File: config.mk
export PLATFORM = sky130hd
export DESIGN_NAME = nand_xfer_ctrl
export DESIGN_NICKNAME = d
export VERILOG_FILES = /design/src/rtl/nfx_pkg.sv /design/src/rtl/nfx_rb_sync.sv /design/src/rtl/nfx_phase_timer.sv /design/src/rtl/nand_xfer_ctrl.sv
export SDC_FILE = /design/constraint.sdc
export NUM_CORES = 1
export LEC_CHECK = 0
export BUFFER_PORTS_ARGS = -buffer_cell sky130_fd_sc_hd__buf_2
export CAP_MARGIN = 25
export CORE_AREA = 2 2 117 85
export CTS_CLUSTER_DIAMETER = 30
export CTS_CLUSTER_SIZE = 25
export DETAILED_ROUTE_END_ITERATION = 8
export DIE_AREA = 0 0 119 87
export PLACE_DENSITY = 0.88
export SLEW_MARGIN = 20
export SYNTH_ARGS = -nofsm -noshare
export SYNTH_HDL_FRONTEND = slang
export SYNTH_SLANG_ARGS = --single-unit
File: constraint.sdc
create_clock -name clk -period 4.6 [get_ports clk]
set_input_delay 0.92 -clock clk [delete_from_list [all_inputs] [get_ports clk]]
set_output_delay 0.92 -clock clk [all_outputs]
set_load 0.01 [all_outputs]
File: src/rtl/nfx_pkg.sv
package nfx_pkg;

  typedef enum logic [1:0] {
    ST_IDLE = 2'd0,
    ST_LOW  = 2'd1,
    ST_HIGH = 2'd2,
    ST_SLV  = 2'd3
  } nfx_state_e;

  // register word addresses
  localparam int A_CFG  = 0;
  localparam int A_CTL  = 1;
  localparam int A_PTR  = 2;
  localparam int A_LEN  = 3;
  localparam int A_DIN  = 4;
  localparam int A_DOUT = 5;

  // configuration bit positions (timing value occupies the low bits)
  localparam int B_IRQEN = 6;
  localparam int B_FLOAT = 7;
  localparam int B_SLAVE = 8;
  localparam int B_RISE  = 9;

  // control bit positions
  localparam int B_BUF = 0;
  localparam int B_GO  = 1;
  localparam int B_DIR = 2;
  localparam int B_RDY = 4;

  // big-endian lane: even byte index in the upper half
  function automatic logic [7:0] lane_pick(input logic [15:0] word, input logic odd);
    return odd ? word[7:0] : word[15:8];
  endfunction

  function automatic logic [1:0] lane_mask(input logic odd);
    return odd ? 2'b01 : 2'b10;
  endfunction

  // clocks spent in one strobe phase
  function automatic int unsigned phase_len(input int unsigned w);
    return w + 1;
  endfunction

endpackage

File: src/rtl/nfx_rb_sync.sv
module nfx_rb_sync (
  input  logic clk,
  input  logic rst_n,
  input  logic rb_async,
  output logic rb_sync,
  output logic rb_rise,
  output logic rb_fall
);
  logic meta_q, sync_q, prev_q;

  // pulled-up line: every stage resets high
  always_ff @(posedge clk or negedge rst_n) begin
    if (!rst_n) begin
      meta_q <= 1'b1;
      sync_q <= 1'b1;
      prev_q <= 1'b1;
    end else begin
      meta_q <= rb_async;
      sync_q <= meta_q;
      prev_q <= sync_q;
    end
  end

  assign rb_sync = sync_q;
  assign rb_rise = sync_q & ~prev_q;
  assign rb_fall = ~sync_q & prev_q;
endmodule

File: src/rtl/nfx_phase_timer.sv
module nfx_phase_timer #(
  parameter int WSW = 6
) (
  input  logic           clk,
  input  logic           rst_n,
  input  logic           clr,
  input  logic [WSW-1:0] limit,
  output logic           term
);
  logic [WSW-1:0] cnt_q;

  assign term = (cnt_q == limit);

  always_ff @(posedge clk or negedge rst_n) begin
    if (!rst_n)   cnt_q <= '0;
    else if (clr) cnt_q <= '0;
    else          cnt_q <= cnt_q + 1'b1;
  end
endmodule

File: src/rtl/nand_xfer_ctrl.sv
module nand_xfer_ctrl
  import nfx_pkg::*;
#(
  parameter int AW  = 8,
  parameter int LW  = 16,
  parameter int WSW = 6,
  parameter int RAW = 3
) (
  input  logic           clk,
  input  logic           rst_n,
  input  logic           reg_we,
  input  logic [RAW-1:0] reg_addr,
  input  logic [15:0]    reg_wdata,
  output logic [15:0]    reg_rdata,
  output logic [AW-1:0]  mem_addr,
  output logic           mem_we,
  output logic [1:0]     mem_be,
  output logic [15:0]    mem_wdata,
  input  logic [15:0]    mem_rdata,
  input  logic [7:0]     nf_din,
  output logic [7:0]     nf_dout,
  output logic           nf_doe,
  output logic           nf_re_n,
  output logic           nf_we_n,
  input  logic           nf_rb,
  output logic           irq
);
  localparam int CFGW = B_RISE + 1;

  // configuration state
  logic [WSW-1:0] cfg_ws;
  logic           cfg_irq_en, cfg_float, cfg_slave, cfg_rise;
  // control and data registers
  logic           ctl_buf, ctl_rd;
  logic [AW-1:0]  ptr_reg, ptr_cur;
  logic [LW-1:0]  len_reg, remain;
  logic [7:0]     din_reg, dout_reg, wbyte;
  logic           odd, strobe_n, irq_q;
  nfx_state_e     st;

  // synchronizer and phase timer
  logic rb_s, rb_rise, rb_fall, term, tmr_clr;

  nfx_rb_sync u_sync (
    .clk      (clk),
    .rst_n    (rst_n),
    .rb_async (nf_rb),
    .rb_sync  (rb_s),
    .rb_rise  (rb_rise),
    .rb_fall  (rb_fall)
  );

  assign tmr_clr = (st == ST_IDLE) || (st == ST_SLV) || term;

  nfx_phase_timer #(.WSW(WSW)) u_timer (
    .clk   (clk),
    .rst_n (rst_n),
    .clr   (tmr_clr),
    .limit (cfg_ws),
    .term  (term)
  );

  // named internal events
  logic          busy;
  logic          wr_idle, wr_ctl;
  logic          ev_start, ev_go, ev_zero, ev_capture, ev_advance, ev_finish;
  logic          slv_edge;
  logic [LW-1:0] start_cnt;

  assign busy      = (st != ST_IDLE);
  assign wr_idle   = reg_we && !busy;
  assign wr_ctl    = reg_we && (reg_addr == RAW'(A_CTL));
  assign start_cnt = reg_wdata[B_BUF] ? len_reg : LW'(1);
  assign ev_start  = wr_idle && (reg_addr == RAW'(A_CTL)) && reg_wdata[B_GO];
  assign ev_zero   = ev_start && (start_cnt == '0);
  assign ev_go     = ev_start && (start_cnt != '0);
  assign slv_edge  = cfg_rise ? rb_rise : rb_fall;
  assign ev_advance = ((st == ST_LOW) && term) || ((st == ST_SLV) && slv_edge);
  assign ev_capture = ((st == ST_LOW) && term && ctl_rd) || ((st == ST_SLV) && slv_edge);
  assign ev_finish  = ev_zero
                    || ((st == ST_HIGH) && term && (remain == '0))
                    || ((st == ST_SLV) && slv_edge && (remain == LW'(1)));

  // register file
  always_ff @(posedge clk or negedge rst_n) begin
    if (!rst_n) begin
      cfg_ws     <= '0;
      cfg_irq_en <= 1'b0;
      cfg_float  <= 1'b0;
      cfg_slave  <= 1'b0;
      cfg_rise   <= 1'b0;
      ctl_buf    <= 1'b0;
      ctl_rd     <= 1'b0;
      ptr_reg    <= '0;
      len_reg    <= '0;
      dout_reg   <= '0;
      din_reg    <= '0;
      irq_q      <= 1'b0;
    end else begin
      if (wr_idle) begin
        case (reg_addr)
          RAW'(A_CFG): begin
            cfg_ws     <= reg_wdata[WSW-1:0];
            cfg_irq_en <= reg_wdata[B_IRQEN];
            cfg_float  <= reg_wdata[B_FLOAT];
            cfg_slave  <= reg_wdata[B_SLAVE];
            cfg_rise   <= reg_wdata[B_RISE];
          end
          RAW'(A_CTL): begin
            ctl_buf <= reg_wdata[B_BUF];
            ctl_rd  <= reg_wdata[B_DIR];
          end
          RAW'(A_PTR):  ptr_reg  <= reg_wdata[AW-1:0];
          RAW'(A_LEN):  len_reg  <= reg_wdata[LW-1:0];
          RAW'(A_DOUT): dout_reg <= reg_wdata[7:0];
          default: ;
        endcase
      end
      if (ev_capture && !ctl_buf) din_reg <= nf_din;
      if (ev_finish && cfg_irq_en) irq_q <= 1'b1;
      else if (wr_ctl)             irq_q <= 1'b0;
    end
  end

  // transfer engine
  always_ff @(posedge clk or negedge rst_n) begin
    if (!rst_n) begin
      st       <= ST_IDLE;
      strobe_n <= 1'b1;
      ptr_cur  <= '0;
      odd      <= 1'b0;
      remain   <= '0;
      wbyte    <= '0;
    end else begin
      if (ev_advance) begin
        odd    <= ~odd;
        remain <= remain - 1'b1;
        if (odd) ptr_cur <= ptr_cur + 1'b1;
      end
      case (st)
        ST_IDLE: if (ev_go) begin
          ptr_cur <= ptr_reg;
          odd     <= 1'b0;
          remain  <= start_cnt;
          wbyte   <= reg_wdata[B_BUF] ? lane_pick(mem_rdata, 1'b0) : dout_reg;
          if (cfg_slave) begin
            st <= ST_SLV;
          end else begin
            st       <= ST_LOW;
            strobe_n <= 1'b0;
          end
        end
        ST_LOW: if (term) begin
          st       <= ST_HIGH;
          strobe_n <= 1'b1;
        end
        ST_HIGH: if (term) begin
          if (remain == '0) begin
            st <= ST_IDLE;
          end else begin
            st       <= ST_LOW;
            strobe_n <= 1'b0;
            wbyte    <= ctl_buf ? lane_pick(mem_rdata, odd) : dout_reg;
          end
        end
        ST_SLV: if (slv_edge && (remain == LW'(1))) st <= ST_IDLE;
        default: st <= ST_IDLE;
      endcase
    end
  end

  // memory port
  assign mem_addr  = busy ? ptr_cur : ptr_reg;
  assign mem_we    = ev_capture && ctl_buf;
  assign mem_be    = lane_mask(odd);
  assign mem_wdata = {nf_din, nf_din};

  // flash pins
  logic master_wr;
  assign master_wr = ((st == ST_LOW) || (st == ST_HIGH)) && !ctl_rd;
  assign nf_re_n   = ctl_rd ? strobe_n : 1'b1;
  assign nf_we_n   = ctl_rd ? 1'b1 : strobe_n;
  assign nf_dout   = wbyte;
  assign nf_doe    = master_wr || !cfg_float;
  assign irq       = irq_q;

  // register read mux
  logic [CFGW-1:0] cfg_word;
  always_comb begin
    cfg_word = '0;
    cfg_word[WSW-1:0] = cfg_ws;
    cfg_word[B_IRQEN] = cfg_irq_en;
    cfg_word[B_FLOAT] = cfg_float;
    cfg_word[B_SLAVE] = cfg_slave;
    cfg_word[B_RISE]  = cfg_rise;
    reg_rdata = '0;
    case (reg_addr)
      RAW'(A_CFG): reg_rdata[CFGW-1:0] = cfg_word;
      RAW'(A_CTL): begin
        reg_rdata[B_BUF] = ctl_buf;
        reg_rdata[B_GO]  = busy;
        reg_rdata[B_DIR] = ctl_rd;
        reg_rdata[B_RDY] = rb_s;
      end
      RAW'(A_PTR):  reg_rdata[AW-1:0] = ptr_reg;
      RAW'(A_LEN):  reg_rdata[LW-1:0] = len_reg;
      RAW'(A_DIN):  reg_rdata[7:0]    = din_reg;
      RAW'(A_DOUT): reg_rdata[7:0]    = dout_reg;
      default: ;
    endcase
  end
endmodule

==> impl_metrics.tcl, run 1 <==
set metrics [dict create \
    status "finished clean" \
    synth_fa_ha_area_share_pct 2.041 \
    ys_ff_latch 98 \
    placed_area_um2 5947 \
    die-area_um2 10350 \
    crit_buf_inv 2 \
    whs_ns 0.3573 \
    fin_tns_setup_ns 0 \
    start_util_pct 59.02 \
    cpPeakStageDelay_ns 0.49 \
    syn_nets 572 \
    vias 4385 \
    postSynthCellCount 516 \
    grt_pass1_vias 4262 \
    rows 30 \
    ys_warn_count 0 \
    dp_hpwl_um 10380 \
    synthDistinctLibCells 58 \
    cp_data_required_time_ns 3.68 \
    p_leak_nw 2.882 \
    cts.htree.levels 3 \
    synth_ff_type "dfrtp_1" \
    io_pins 102 \
    crit_family "buffers and inverters" \
    yosys.area.top_type_share_pct 42.64 \
    routedWlPerCell_um 19.60 \
    slowest_stage "nor2b_1" \
    grt_pass1_wl_um 22500 \
    die_x_um 119 \
    syn-cell-area_um2 5517 \
    synthSimpleGateAreaFrac_pct 13.43 \
    grt_max_degree 70 \
    synth_xor_area_share_pct 4.922 \
    synthArstFlopShare_pct 100.0 \
    coreArea_um2 9346 \
    cap_violations 0 \
    path_max_fanout 22 \
    cts_setup_buffers 0 \
    critPathKind "input port to primary output" \
    routed_wl_um 14080 \
    overflow 0 \
    worstPathArrival_ns 2.27 \
    ir_drop_mv 0.2556 \
    worst_skew_pair.late_latency_ns 0.35 \
    dr.pass1.iters 6 \
    slew-limit-headroom_pct 32.13 \
    synth-compound-area-share_pct 12.57 \
    synth_top_family_by_area "multiplexers" \
    holdCritPathClass "register to register" \
    syn_avg_cell_area_um2 10.69 \
    finalMaxSlewViolations 0 \
    crit_top_cell "buf_2" \
    diodes 0 \
    drc 0 \
    cts_resized 0 \
    worstMarginPinSlew_ns 1.018 \
    grt_usage_pct 28.44 \
    cts_tree "yes" \
    fp.dieH_um 87 \
    totalPowerFinal_mw 2.138 \
    drive_above_1_share_pct 34.07 \
    finalSetupViolations 0 \
    clock-root-buffer "clkbuf_16" \
    p_per_area_nw_per_um2 342.9 \
    synthMuxAreaShare_pct 17.10 \
    via_per_inst 6.107 \
    max_freq_mhz 313.4 \
    fin_skew_ns 0.005794 \
    end_kind "primary output" \
    hold_viol 0 \
    synth_top_cell_by_area "dfrtp_1" \
    ctsHoldBuffers 0 \
    ys_top_cells_by_area "dfrtp_1 43%, mux2_2 13%, a21oi_1 4.2%, xor2_1 3.5%, mux2i_1 3.1%" \
    finish.utilization_pct 66.69 \
    path_clk_slew_ns 0.07 \
    ant_nets 0 \
    drt_iter0_markers 321 \
    antenna_found_initial 0 \
    finalCritPeriodShare_pct 69.37 \
    synth_edf_count 0 \
    synth_seq_area_share_pct 44.55 \
    clk_path_buf_depth 2 \
    rsz0062_at_grt "no" \
    cts_made_buffers 9 \
    path_cells "buf_2 -> nor2b_1 -> a221oi_1 -> o32ai_1 -> buf_2" \
    setup.worst_path.start_class "input port" \
    clock_sinks 98 \
    portBuffers 101 \
    area_growth_pct 13.00 \
    fin_area_um2 6233 \
    finalNetCount 641 \
    fin_crit_ns 3.191 \
    place_congestion 0.9039 \
]
-- where the power goes --
group          leakage [nW]  internal, mW  switching (mW)
logic                  1.54         0.181           0.209
clock network         0.135         0.377           0.354
registers              1.21         0.935          0.0818
total                  2.88          1.49           0.644
-- cell families (layout without fill, tap and decap cells) --
family / count (synthesis) / count (layout)
buffers and inverters: 57 / 131
multiplexers: 84 / 84
AND/OR/NAND/NOR: 131 / 131
XOR/XNOR: 31 / 31
flip-flops: 98 / 98
AO/OA/AOI/OAI: 106 / 106
adder cells (fa/ha/maj): 9 / 9
-- through the flow --
stage	std cells	worst slack (ns)
after CTS	718	1.470
after detailed placement	702	1.453
after global routing	718	1.310
after global placement	702	1.570
final	718	1.409
after floorplan	516	1.687
-- layer usage --
| layer | part of all wire, % | GRT usage, % | wire length, um | up-vias |
|---|---|---|---|---|
| met1 | 44 | 40.63 | 6246 | 2139 |
| li1 | - | - | - | 1969 |
| met3 | 10 | 7.919 | 1446 | 18 |
| met2 | 44 | 43.16 | 6191 | 259 |
| met4 | 1.4 | 7.468 | 191 | 0 |
| met5 | 0 | 0 | 0 | - |
-- worst register-to-register path: cells and delay by family (launching register included) --
kind	cells	cell delay (ns)
adders and majority gates	1	0.69
and+or+nand+nor	2	0.60
AOI/OAI and AO/OA	2	0.51
DFF	1	0.41
muxes	1	0.34
buffers and inverters	1	0.14
-- worst paths after layout --
| path | depth (start not counted) | endpoint | slack (ns) | start |
|---|---|---|---|---|
| worst min register to register | 0 | u_sync.rb_sync | 0.36 | u_sync.meta_q |
| worst min-delay path | 0 | u_sync.rb_sync | 0.36 | u_sync.meta_q |
| min in group asynchronous | 1 | nf_dout[0] | 0.68 | rst_n |
| max in group asynchronous | 2 | ptr_reg[4] | 2.99 | rst_n |
| worst max register to register | 7 | nf_dout[2] | 1.82 | st[0] |
| worst max-delay path | 5 | reg_rdata[4] | 1.41 | reg_addr[2] |
-- synth_stat cells, drive strengths merged, types with 2 or more instances --
| master | number |
|---|---|
| buf | 32 |
| nor2b | 8 |
| a21oi | 47 |
| o22ai | 3 |
| a222oi | 4 |
| ha | 9 |
| mux2 | 67 |
| inv | 12 |
| and2 | 9 |
| nand4b | 3 |
| o22a | 3 |
| a22o | 2 |
| a31oi | 6 |
| a22oi | 5 |
| a221oi | 4 |
| o211ai | 4 |
| mux2i | 17 |
| o31ai | 3 |
| nand3b | 2 |
| nand2b | 2 |
| clkbuf | 13 |
| dfrtp | 94 |
| nand4 | 10 |
| and3 | 8 |
| nand3 | 13 |
| nand2 | 25 |
| xor2 | 22 |
| xnor2 | 9 |
| nor2 | 35 |
| nor4 | 7 |
| dfstp | 4 |
| o21ai | 20 |
| or2 | 2 |
| and3b | 2 |
-- layout by cell type (no fill, tap or decap), types with 5 or more instances in the layout --
cell and n:
nand3_1 11, dfrtp_1 94, a31oi_1 5, xor2_1 22, xnor2_1 9, inv_1 12, nor2_1 34, mux2i_1 17
o21ai_0 19, ha_1 9, nand4_1 10, and2_1 9, nor2b_1 8, a21oi_1 46, buf_2 100, a22oi_1 5
nand2_1 25, mux2_4 5, mux2_2 62, and3_1 8, clkbuf_16 9
-- layout make-up --
type	instances	area (um2)
Multi-Input combinational cell	361	2761
Fill cell	714	3113
Sequential cell	98	2457
Timing Repair Buffer	103	523.0
Clock buffer	9	225.2
Tap cell	128	160.2
Clock inverter	7	61.31
Inverter	12	45.04
No activity file was read; power rests on OpenSTA's default activity.
==> run 2, diff against run 1 <==
- ABC_AREA: default -> 1
- CORE_AREA: 2 2 117 85 -> 2 2 127 92
- DIE_AREA: 0 0 119 87 -> 0 0 129 94
- PLACE_DENSITY: 0.88 -> 0.82
- clock period: 4.6 -> 3.31 ns (I/O delays scaled with it)
==> run 2 against run 1 <==
  * Clock-buffer cell count is 3 higher
  * First-iteration DRC count is 80% higher
  * Worst setup slack worse by 0.97 ns
  * Sequential share of layout area is 3.7 points lower
  * Worst hold slack worse by 0.10 ns
  * Cell count is 54% higher
  * Synthesized area is 10% higher
  * Sequential power is 130% higher
  * Critical path depth is 2 higher
  * Utilization is 3.3 points lower
  * Critical path type is now register to primary output
  * Highest routed layer unchanged
==> impl_metrics.tcl, run 2 <==
set metrics [dict create \
    cts.htree.levels 3 \
    drive_above_1_share_pct 15.83 \
    finish.utilization_pct 63.35 \
    post-synth-top-count-cell "nand2_1" \
    r2r-start "st[1]" \
    r2r_slack_ns 0.89 \
    p_leak_nw 3.664 \
    setup_ws_ns 0.4409 \
    crit_family "buffers and inverters" \
    most-common-layout-cells "317 x nand2_1, 100 x buf_2, 94 x dfrtp_1, 92 x o21ai_0, 79 x inv_1" \
    ys_top_cells_by_count "317 x nand2_1, 94 x dfrtp_1, 92 x o21ai_0" \
    start_util_pct 56.16 \
    yosys.area.top_type_share_pct 38.60 \
    synthArstFlopShare_pct 100.0 \
    synth_edf_count 0 \
    routed_wl_um 16600 \
    synth_ff_type "dfrtp_1" \
    clk_path_buf_depth 2 \
    syn_nets 932 \
    ant_nets 0 \
    fin_skew_ns 0.005926 \
    path_clk_slew_ns 0.07 \
    cts_setup_buffers 0 \
    ir_drop_mv 0.4110 \
    ys_warn_count 0 \
    synth_top_cell_by_area "dfrtp_1" \
    synth_seq_area_share_pct 40.33 \
    coreArea_um2 10850 \
    fp.dieH_um 94 \
    postSynthCellCount 876 \
    die-area_um2 12130 \
    slowest_stage "dfrtp_1" \
    slew-limit-headroom_pct 38.42 \
    hold_viol 0 \
    drc 0 \
    die_x_um 129 \
    cts_tree "yes" \
    drt_iter0_markers 578 \
    totalPowerFinal_mw 5.959 \
    clock_sinks 98 \
    routedWlPerCell_um 14.99 \
    r2r_end "remain[0]" \
    finalCritPeriodShare_pct 86.68 \
    dp_hpwl_um 12080 \
    pre_cts_ws_ns 0.7798 \
    synthDistinctLibCells 35 \
    status "finished clean" \
    holdCritPathClass "input port to asynchronous set/reset pin" \
    clock-root-buffer "clkbuf_16" \
    cpPeakStageDelay_ns 0.44 \
    io_pins 102 \
    syn-cell-area_um2 6093 \
    grt_pass1_wl_um 26560 \
    final_common_cell "nand2_1" \
    crit_top_cell "inv_1" \
    cts_resized 0 \
    n_fill_cell 962 \
    grt_usage_pct 28.27 \
    antenna_found_initial 0 \
    portBuffers 101 \
    finalNetCount 1005 \
    area_growth_pct 12.81 \
    p_per_area_nw_per_um2 866.9 \
    ys_ff_latch 98 \
    via_per_inst 5.382 \
    path_cells "inv_1 -> ha_1 -> buf_4 -> inv_1 -> a221oi_1 -> o211ai_1 -> buf_2" \
    diodes 0 \
    syn_avg_cell_area_um2 6.956 \
    setup.worst_path.start_class "register" \
    finalMaxSlewViolations 0 \
    crit_buf_inv 4 \
    cp_data_required_time_ns 2.65 \
    vias 5958 \
    ys_top_cells_by_area "dfrtp_1 39%, nand2_1 20%, o21ai_0 7.6%, inv_1 4.9%, nand3_1 4.8%" \
    cap_violations 0 \
    overflow 0 \
    grt_max_degree 78 \
    dr.pass1.iters 6 \
    whs_ns 0.2528 \
    rsz0062_at_grt "no" \
    critPathKind "register to primary output" \
    rows 32 \
    path_max_fanout 21 \
    fin_tns_setup_ns 0 \
    grt_pass1_vias 5156 \
    worst_skew_pair.late_latency_ns 0.35 \
    ctsHoldBuffers 0 \
    fin_crit_ns 2.869 \
    end_kind "primary output" \
    rr_worst_depth 11 \
    place_congestion 0.9828 \
    worstPathArrival_ns 2.21 \
    worstMarginPinSlew_ns 0.9215 \
    max_freq_mhz 348.5 \
    finalSetupViolations 0 \
    cts_made_buffers 9 \
]
run 2: report_power, final:
group	internal [mW]	switching (mW)
clock network	0.531	0.453
logic	0.956	1.72
registers	1.72	0.587
run 2: logic make-up after synthesis:
kind of cell / Yosys count / synth area share (%)
flip-flops: 98 / 40.33
buffers and inverters: 133 / 9.815
AND/OR/NAND/NOR: 481 / 32.59
AO/OA/AOI/OAI: 135 / 12.55
XOR/XNOR: 20 / 2.875
adder cells (fa/ha/maj): 9 / 1.848
run 2: cell type report:
class,instances,area [um2],share of cell area (%)
repair buffers,112,603.1,8.773
inverters,83,311.5,4.532
clock inverters,4,26.28,0.3822
flip-flops and latches,98,2457,35.75
clock buffers,12,246.5,3.586
well taps,153,191.4,2.785
multi-input cells,645,3038,44.19
run 2: routing by layer:
metal / part of all wire, % / global-route usage (%) / wire, um / vias up
li1: - / - / - / 2919
met1: 47 / 42.70 / 7725 / 2719
met2: 41 / 39.11 / 6811 / 298
met3: 11 / 8.827 / 1822 / 22
met4: 1.4 / 7.246 / 239 / 0
met5: 0 / 0 / 0 / -
run 2: through the flow:
step	instances	cell area [um2]
floorplan	876	6093
global placement	1090	6581
detailed placement	1090	6581
CTS	1106	6854
global route	1107	6874
finish	1107	6874
run 2: worst max path at each step:
stage,to,startpoint,depth (start not counted)
after global placement,reg_rdata[1],reg_addr[1],7
final,reg_rdata[1],st[1],7
after floorplan,reg_rdata[10],reg_addr[2],5
after global routing,reg_rdata[1],st[0],7
after detailed placement,reg_rdata[0],reg_addr[2],7
after CTS,reg_rdata[1],st[1],7
